### config.mk
export PLATFORM = sky130hd
export DESIGN_NAME = nvram_prog_ctrl
export DESIGN_NICKNAME = d
export VERILOG_FILES = /design/src/rtl/nvp_pkg.sv /design/src/rtl/nvp_prescaler.sv /design/src/rtl/nvp_ctrl.sv /design/src/rtl/nvp_datapath.sv /design/src/rtl/nvram_prog_ctrl.sv
export SDC_FILE = /design/constraint.sdc
export NUM_CORES = 1
export LEC_CHECK = 0
export BUFFER_PORTS_ARGS = -buffer_cell sky130_fd_sc_hd__buf_4
export CORE_MARGIN = 5
export CORE_UTILIZATION = 40
export CTS_CLUSTER_DIAMETER = 50
export DETAILED_ROUTE_END_ITERATION = 16
export GPL_TIMING_DRIVEN = 1
export PLACE_DENSITY = 0.69
export SETUP_SLACK_MARGIN = 0.2
export SYNTH_ARGS = -nofsm -noshare
export SYNTH_HDL_FRONTEND = slang
export SYNTH_HIERARCHICAL = 1
export SYNTH_SLANG_ARGS = --single-unit
### constraint.sdc
create_clock -name clk -period 3.4 [get_ports clk]
set_clock_uncertainty 0.2 [all_clocks]
set_input_delay 0.34 -clock clk [delete_from_list [all_inputs] [get_ports clk]]
set_output_delay 0.34 -clock clk [all_outputs]
set_load 0.01 [all_outputs]
### src/rtl/nvp_pkg.sv
package nvp_pkg;
  localparam int CTL_W       = 8;
  localparam int SEL_W       = 3;
  localparam int SEL_LSB     = 0;
  localparam int RDEN_BIT    = 3;
  localparam int WREN_BIT    = 4;
  localparam int BUSY_BIT    = 7;
  localparam logic [CTL_W-1:0] CTL_RESET = 8'h08;

  typedef enum logic {ST_IDLE, ST_PROG} progState_t;

  typedef struct packed {
    logic capture;
    logic commit;
    logic readEn;
  } nvpStrobe_t;
endpackage

### src/rtl/nvp_prescaler.sv
module nvp_prescaler #(
  parameter int BASE_EXP = 5,
  parameter int NUM_TAPS = 3,
  parameter int SEL_W    = 3
) (
  input  logic             clk,
  input  logic             rstN,
  input  logic             clear,
  input  logic             run,
  input  logic [SEL_W-1:0] sel,
  output logic             tick
);
  localparam int CNT_W = BASE_EXP + NUM_TAPS - 1;
  localparam int IDX_W = (NUM_TAPS > 1) ? $clog2(NUM_TAPS) : 1;

  logic [CNT_W-1:0]    cnt;
  logic [NUM_TAPS-1:0] tapHit;
  logic [IDX_W-1:0]    selIdx;

  // each tap fires when its low-order counter bits are all ones
  for (genvar k = 0; k < NUM_TAPS; k++) begin : g_tap
    assign tapHit[k] = &cnt[BASE_EXP+k-1:0];
  end

  always_comb begin
    if (int'(sel) >= NUM_TAPS) selIdx = IDX_W'(NUM_TAPS - 1);
    else                       selIdx = IDX_W'(sel);
  end

  assign tick = run & tapHit[selIdx];

  always_ff @(posedge clk or negedge rstN) begin
    if (!rstN)      cnt <= '0;
    else if (clear) cnt <= '0;
    else if (run)   cnt <= tick ? '0 : cnt + 1'b1;
  end
endmodule

### src/rtl/nvp_ctrl.sv
module nvp_ctrl
  import nvp_pkg::*;
#(
  parameter int WRITE_TICKS = 4,
  parameter int BASE_EXP    = 5,
  parameter int NUM_TAPS    = 3
) (
  input  logic             clk,
  input  logic             rstN,
  input  logic             ctlWrEn,
  input  logic [CTL_W-1:0] ctlMask,
  input  logic [CTL_W-1:0] ctlWrData,
  output logic [CTL_W-1:0] ctlRdData,
  input  logic             memWrReq,
  output nvpStrobe_t       strobes,
  output logic             busy,
  output logic             irq
);
  localparam int TICK_W = (WRITE_TICKS > 1) ? $clog2(WRITE_TICKS) : 1;
  localparam logic [TICK_W-1:0] LAST_TICK = TICK_W'(WRITE_TICKS - 1);

  progState_t       state;
  logic [SEL_W-1:0] selReg;
  logic [SEL_W-1:0] activeSel;
  logic             rdEnReg;
  logic             wrEnReg;
  logic [TICK_W-1:0] tickCnt;
  logic             preTick;
  logic             accept;
  logic             finish;
  logic [CTL_W-1:0] ctlCur;
  logic [CTL_W-1:0] ctlNext;

  assign busy = (state == ST_PROG);

  always_comb begin
    ctlCur = '0;
    ctlCur[SEL_LSB +: SEL_W] = selReg;
    ctlCur[RDEN_BIT] = rdEnReg;
    ctlCur[WREN_BIT] = wrEnReg;
    ctlCur[BUSY_BIT] = busy;
  end
  assign ctlRdData = ctlCur;
  assign ctlNext   = (ctlCur & ~ctlMask) | (ctlWrData & ctlMask);

  always_ff @(posedge clk or negedge rstN) begin
    if (!rstN) begin
      selReg  <= CTL_RESET[SEL_LSB +: SEL_W];
      rdEnReg <= CTL_RESET[RDEN_BIT];
      wrEnReg <= CTL_RESET[WREN_BIT];
    end else if (ctlWrEn) begin
      selReg  <= ctlNext[SEL_LSB +: SEL_W];
      rdEnReg <= ctlNext[RDEN_BIT];
      wrEnReg <= ctlNext[WREN_BIT];
    end
  end

  assign accept = memWrReq & wrEnReg & (state == ST_IDLE);
  assign finish = busy & preTick & (tickCnt == LAST_TICK);

  nvp_prescaler #(
    .BASE_EXP(BASE_EXP),
    .NUM_TAPS(NUM_TAPS),
    .SEL_W   (SEL_W)
  ) u_prescaler (
    .clk  (clk),
    .rstN (rstN),
    .clear(accept),
    .run  (busy),
    .sel  (activeSel),
    .tick (preTick)
  );

  always_ff @(posedge clk or negedge rstN) begin
    if (!rstN) begin
      state     <= ST_IDLE;
      activeSel <= '0;
      tickCnt   <= '0;
      irq       <= 1'b0;
    end else begin
      irq <= finish;
      unique case (state)
        ST_IDLE: if (accept) begin
          state     <= ST_PROG;
          activeSel <= selReg;
          tickCnt   <= '0;
        end
        ST_PROG: begin
          if (finish)       state   <= ST_IDLE;
          else if (preTick) tickCnt <= tickCnt + 1'b1;
        end
        default: state <= ST_IDLE;
      endcase
    end
  end

  assign strobes.capture = accept;
  assign strobes.commit  = finish;
  assign strobes.readEn  = rdEnReg;
endmodule

### src/rtl/nvp_datapath.sv
module nvp_datapath
  import nvp_pkg::*;
#(
  parameter int DEPTH  = 32,
  parameter int DATA_W = 8,
  parameter int ADDR_W = $clog2(DEPTH)
) (
  input  logic              clk,
  input  logic              rstN,
  input  nvpStrobe_t        strobes,
  input  logic [ADDR_W-1:0] memAddr,
  input  logic [DATA_W-1:0] memWrData,
  output logic [DATA_W-1:0] memRdData
);
  logic [ADDR_W-1:0] addrLatch;
  logic [DATA_W-1:0] dataLatch;
  logic [DATA_W-1:0] cells [DEPTH];

  always_ff @(posedge clk or negedge rstN) begin
    if (!rstN) begin
      addrLatch <= '0;
      dataLatch <= '0;
    end else if (strobes.capture) begin
      addrLatch <= memAddr;
      dataLatch <= memWrData;
    end
  end

  // array has no reset so it keeps its contents through a controller reset
  always_ff @(posedge clk) begin
    if (strobes.commit) cells[addrLatch] <= dataLatch;
  end

  assign memRdData = strobes.readEn ? cells[memAddr] : '0;
endmodule

### src/rtl/nvram_prog_ctrl.sv
module nvram_prog_ctrl
  import nvp_pkg::*;
#(
  parameter int DEPTH       = 32,
  parameter int DATA_W      = 8,
  parameter int WRITE_TICKS = 4,
  parameter int BASE_EXP    = 5,
  parameter int NUM_TAPS    = 3,
  parameter int ADDR_W      = $clog2(DEPTH)
) (
  input  logic              clk,
  input  logic              rstN,
  input  logic              ctlWrEn,
  input  logic [7:0]        ctlMask,
  input  logic [7:0]        ctlWrData,
  output logic [7:0]        ctlRdData,
  input  logic              memWrReq,
  input  logic [ADDR_W-1:0] memAddr,
  input  logic [DATA_W-1:0] memWrData,
  output logic [DATA_W-1:0] memRdData,
  output logic              busy,
  output logic              irq
);
  nvpStrobe_t strobes;

  nvp_ctrl #(
    .WRITE_TICKS(WRITE_TICKS),
    .BASE_EXP   (BASE_EXP),
    .NUM_TAPS   (NUM_TAPS)
  ) u_ctrl (
    .clk      (clk),
    .rstN     (rstN),
    .ctlWrEn  (ctlWrEn),
    .ctlMask  (ctlMask),
    .ctlWrData(ctlWrData),
    .ctlRdData(ctlRdData),
    .memWrReq (memWrReq),
    .strobes  (strobes),
    .busy     (busy),
    .irq      (irq)
  );

  nvp_datapath #(
    .DEPTH (DEPTH),
    .DATA_W(DATA_W),
    .ADDR_W(ADDR_W)
  ) u_datapath (
    .clk      (clk),
    .rstN     (rstN),
    .strobes  (strobes),
    .memAddr  (memAddr),
    .memWrData(memWrData),
    .memRdData(memRdData)
  );
endmodule

; ---- After elaboration in Yosys (flattened, before gate mapping)
; Memories as Yosys holds them, arrays and structs flattened.
; Cells that the tools add are included.
[classes]
add_sub_neg = 2
n_lt_le_gt_ge = 2
eq_ne = 4
mux = 16
n_bitwise = 10
n_reduce_logical = 6
[ops]
columns = cell, n
row1 = 7-bit 2-to-1 mux, 3
row2 = 5-bit AND, 2
row3 = 2-bit 2-to-1 mux, 4
row4 = 8-bit 2-to-1 mux, 1
row5 = 7-bit by 1-bit adder with 7-bit output (second input constant), 1
row6 = 7-bit AND reduction, 1
row7 = 6-bit AND reduction, 1
row8 = 1-bit AND, 5
row9 = 1-bit 2-to-1 mux, 5
row10 = 5-bit NOT, 1
row11 = 5-bit OR, 1
row12 = 5-bit AND reduction, 1
row13 = 2-bit inequality test (second input constant), 2
row14 = 2-bit one-hot mux with 2 select lines, 1
row15 = 3-bit by 2-bit greater-or-equal comparator with 1-bit output (second input constant), 1
row16 = 2-bit by 3-bit < comparator with 1-bit output (second input constant), 1
row17 = 3-bit AND reduction, 1
row18 = 2-bit by 1-bit adder with 2-bit output (second input constant), 1
row19 = 1-bit binary-select mux with 2-bit select, 1
row20 = 2-bit equality test (second input constant), 1
row21 = 2-bit by 1-bit inequality test with 1-bit output (second input constant), 1
row22 = 1-bit one-hot mux with 2 select lines, 1
row23 = 2-bit AND reduction, 1
row24 = 2-bit nonzero test, 1
row25 = 1-bit NOT, 1
[word_totals]
reg_bits = 32
mem_bits_rw = 256
inputBits = 33
out_inout_bits = 18
elab_cells = 51
n_memories = 1
[mem_list]
columns = name, depth, word_bits, rd, rd_ports_with_merged_regs, write_ports, line
row1 = u_datapath.cells, 32, 8, 1, 0, 1, nvp_datapath.sv:17  ; logic [DATA_W-1:0] cells [DEPTH];

; ---- Depth between registers and ports, before layout
[logic_depth]
depth_word = 9
depth_mapped = 11
depth_no_buf = 8

; ---- Cells and area by module
; Netlist, hierarchy kept.
[by_module_without_submodules]
columns = module, n_inst, cells_per_inst, area_each_um2
row1 = nvp_datapath, 1, 493, 10561.4
row2 = nvp_ctrl, 1, 47, 586.8
row3 = nvp_prescaler, 1, 49, 437.9

; ---- Worst setup path before layout
; OpenSTA, ideal clock, no wires.
[synth_timing]
path_type = register to register
from = register u_ctrl.u_prescaler.cnt[0]
to = memory u_datapath.cells[0][0] (enable)
arrival_time_ns = 2.926
required_ns = 2.830
path_slack_ns = -0.096
path_stages_with_launch = 12
n_path_buf = 3
path_cell_list = dfrtp_1 -> ha_1 -> and3_1 -> ha_1 -> or4b_1 -> clkbuf_1 -> a21oi_1 -> and3_2 -> buf_4 -> or3b_2 -> clkbuf_1 -> nor2_1
[synth_via]
elab_chain_cells = 8
[synth_rtl]
columns = element, line
row1 = start: declaration, nvp_prescaler.sv:16  ; logic [CNT_W-1:0] cnt;
row2 = start signal: assignment, nvp_prescaler.sv:35  ; else if (run) cnt <= tick ? '0 : cnt + 1'b1;
row3 = "7-bit AND reduction, or another cell as far along", nvp_prescaler.sv:22  ; assign tapHit[k] = &cnt[BASE_EXP+k-1:0];
row4 = 1-bit binary-select mux with 2-bit select *, nvp_prescaler.sv:30  ; assign tick = run & tapHit[selIdx];
row5 = 1-bit 2-to-1 mux (implied by the code) *, nvp_prescaler.sv:30
row6 = 1-bit AND *, nvp_prescaler.sv:30
row7 = named net u_ctrl.preTick, nvp_ctrl.sv:28  ; logic preTick;
row8 = 1-bit AND * (2 in series), nvp_ctrl.sv:59  ; assign finish = busy & preTick & (tickCnt == LAST_TICK);
row9 = named net u_ctrl.finish, nvp_ctrl.sv:30  ; logic finish;
row10 = 1-bit 2-to-1 mux *, nvp_datapath.sv:31  ; if (strobes.commit) cells[addrLatch] <= dataLatch;
row11 = 1-bit 2-to-1 mux (implied by the code) *, nvp_datapath.sv:31
row12 = end: declaration, nvp_datapath.sv:17
; The timed path passes the listed nets; every way through them passes the cells marked *. The select of a mux whose other input is x is not followed.

==> results.yml <==
die:
  design.core.area_um2: 28600
  fp.dieArea_um2: 32500
  floorplan.initialDensity_pct: 40.5
  boundaryPins: 51
  die_width_um: 180
  core.rowCount: 62
  die_y_um: 180
sta:
  achievable-frequency_mhz: 326
  timing.final.crit_period_ps: 3070
  unrepaired_setup_endpoints_after_global_routing: "false"
  setup_tns_ps: 0
  hold_violations: 0
  final_setup_vio_count: 0
  worst_slew_pin_slew_ps: 1170
  timing.max_slew.rel_slack_pct: 22.3
  setup_ws_final_ps: 333
  final_max_slew_viol_count: 0
  fin_worst_hold_slack_ps: 81.2
  final_cycle_share_pct: 90.2
cts:
  clock_latency_ps: 520
  clkSinkCount: 288
  ctsHtreeMaxLevel: 1
  cts.clk_slew.worst_paths_ps: 60
  tritoncts: "done"
  cts_max_path_buffers: 3
  total_clock_buffers_created_by_cts: 29
  clock-root-buffer: "clkbuf_16"
pwr:
  power.clock.fraction_pct: 33.1
  power_frac_comb_pct: 8.8
  p_sw_share_pct: 25.0
  post-layout-total-power_uw: 8760
  power_switching_uw: 2190
  power.density_cell_area_nw_per_um2: 643
  cellLeakagePower_uw: 0.00459
  intPower_uw: 6570
  peakVddDrop_uv: 536
  seq_power_share_pct: 58.1
setup_path:
  crit_fanout: 8
  endpoint_required_time_on_the_critical_path_ps: 3400
  critPathBufInv: 1
  criticalPathCategory: "flop to flop"
  setup.worst_path.end_class: "flop"
  critPathSlowestCell: "or4b_4"
  cp_data_arrival_time_ps: 3070
  setup.worst_path.start_class: "flop"
  path_delay_family: "simple AND/OR/NAND/NOR gates"
  crit_path_cell_trace: "ha_4 > and3_1 > ha_1 > or4b_4 > a21oi_2 > and3_2 > or3b_4 > buf_12 > nor2_4"
  r2r_start: "u_ctrl/u_prescaler/cnt[0]$_DFFE_PN0P_"
  timing.critical_path.slowest_cell_delay_ps: 460
  critical_path.startpoint: "u_ctrl/u_prescaler/cnt[0]$_DFFE_PN0P_"
synthesis:
  synthTopCellsByCount: "256 x edfxtp_1, 42 x mux4_2, 39 x nor2_1, 34 x mux2_2, 31 x dfrtp_1"
  syn_inst: 589
  yosysTopAreaCellShare_pct: 66.3
  synth.distinct_cells: 53
  synth-edff-count: 256
  async_flop_share_pct: 11.1
  post_synth_main_area_contributors: "edfxtp_1 66%, mux4_2 8.2%, dfrtp_1 6.7%"
  largest_family_of_logic_cells_by_synthesized_area: "multiplexers"
  synth_area_leader_cell: "edfxtp_1"
  yosys.cell_count.top_type: "edfxtp_1"
  synth.ff_latch_count: 288
  synthSimpleGateAreaFrac_pct: 3.82
  synth_seq_area_share_pct: 73.3
  post_synth_mux_area_share_pct: 16.8
  syn-cell-area_um2: 11600
  synth-main-ff-cell: "edfxtp_1"
  ys.warnings.count: 6
  average_size_of_a_mapped_cell_um2: 19.7
  xor_xnor_share_of_the_synthesized_area_pct: 0.0756
  synthAdderAreaFrac_pct: 0.324
  synth_compound_gate_area_share_pct: 3.25
detailed_routing:
  drt-wirelength-per-cell_um: 20.9
  post-route-drc-count: 0
  vias: 5905
  firstDrtPassIters: 5
  drt_first_iter_violations: 451
  drt.antenna.violating_nets: 0
  route.final.wire_length_um: 22700
  drt-vias-per-instance: 5.44
grt:
  grt_overflow: 0
  grt_first_pass_wirelength_um: 36100
  grt_antenna_before_repair: 0
  grt_pass1_vias: 6171
  largest_net_degree_at_the_start_of_global_routing: 34
  grtUsageTotal_pct: 13.9
placement:
  place.port_buffers: 42
  place_hpwl_um: 14600
  preCtsSetupSlack_ps: 96.1
  place_area_um2: 12500
  gp_congestion: 0.843
cells_and_area:
  fillCellCount: 2276
  final_area_um2: 13600
  fin_nets: 722
  layout-drive-gt1-share_pct: 31.6
  syn2layout_area_growth_pct: 17.6
  num_antenna_cells: 0
job:
  max_cap_viols: 0
min_path:
  worstHoldPathType: "input pin to flop"
  min-delay-start: "memAddr[3]"
run_status:
  status: "finished clean"
[through the flow]
| step | utilization, % | std cells |
|---|---|---|
| global route | 47.6 | 1086 |
| global placement | 43.5 | 1012 |
| detailed placement | 43.5 | 1012 |
| floorplan | - | 590 |
| finish | 47.6 | 1086 |
| CTS | 47.5 | 1084 |
[logic make-up after synthesis]
kind of cell,count (synthesis)
AO/OA/AOI/OAI,52
adder cells (fa/ha/maj),3
XOR/XNOR,1
multiplexers,113
other,1
AND/OR/NAND/NOR,91
flip-flops,288
buffers and inverters,40
[worst reg2reg max path: stages (launching register included)]
cell and delay [ps]:
dfrtp_1 430, ha_4 180, and3_1 170, ha_1 140
or4b_4 460, a21oi_2 160, and3_2 210, or3b_4 390
buf_12 170, nor2_4 240
[registers in the layout, summed over array words and instances, names as in the netlist, named ones only]
| register | count |
|---|---|
| u_ctrl/busy | 1 |
| u_datapath/addrLatch | 5 |
| u_ctrl/tickCnt | 2 |
| u_ctrl/u_prescaler/cnt | 7 |
| u_ctrl/irq | 1 |
| u_ctrl/activeSel | 3 |
| u_datapath/cells | 256 |
| u_datapath/dataLatch | 8 |
[path summary, 6_finish.rpt]
kind / end / slack (ps) / cells after the start
max: u_datapath/cells[0][5]$_DFFE_PP_ / 330 / 9
min: u_datapath/addrLatch[3]$_DFFE_PN0P_ / 80 / 2
max reg2reg: u_datapath/cells[0][5]$_DFFE_PP_ / 330 / 9
min reg2reg: u_ctrl/activeSel[0]$_DFFE_PN0P_ / 340 / 1
max in group asynchronous: async pin / 2570 / 2
min in group asynchronous: async pin / 100 / 2
[area by class of cell]
| class | instances | area, µm² | area share [%] |
|---|---|---|---|
| Timing Repair Buffer | 103 | 888 | 6.52 |
| Clock inverter | 13 | 118 | 0.863 |
| Tap cell | 384 | 480 | 3.52 |
| Multi-Input combinational cell | 262 | 2900 | 21.3 |
| Sequential cell | 288 | 8490 | 62.3 |
| Inverter | 2 | 7.51 | 0.0551 |
| Clock buffer | 34 | 744 | 5.46 |
[routing by layer]
layer  track usage [%]  part of all wire, %
met1              18.9                   41
met2              23.7                   50
met3              2.12                  6.6
met4              3.24                  2.4
met5                 0                    0
[cell usage in the layout, fill, tap and decap left out, types with 6 or more instances in the layout]
cell	synthesis	routed
a221oi_1	6	6
a22oi_1	8	8
a31oi_1	11	11
buf_4	12	77
clkbuf_16	0	29
clkinv_2	0	6
dfrtp_1	31	31
dlygate4sd3_1	0	21
edfxtp_1	256	256
mux2_2	34	34
mux2i_1	20	20
mux4_1	14	14
mux4_2	42	42
nand2_1	21	21
nor2_1	39	31
nor2_4	1	9
o21ai_0	6	6
o221ai_1	8	8
[power by group through the flow]
stage                     Clock (µW)  Sequential (µW)  Combinational [µW]
after global routing            3140             5160                 833
after CTS                       2970             5110                 768
after detailed placement           0             5170                 729
final                           2900             5090                 767
after floorplan                    0             4860                 542
after global placement             0             5090                 692
[timing repair]
item                                    CTS  global route
pin swaps                                 6             1
hold endpoints to repair                 48             0
gates resized for setup                   3             2
setup buffers                             4             2
cloned                                    0             0
hold buffers                             21             0
endpoints found under the setup margin   72           215
Power figures use the tool's default switching activity.
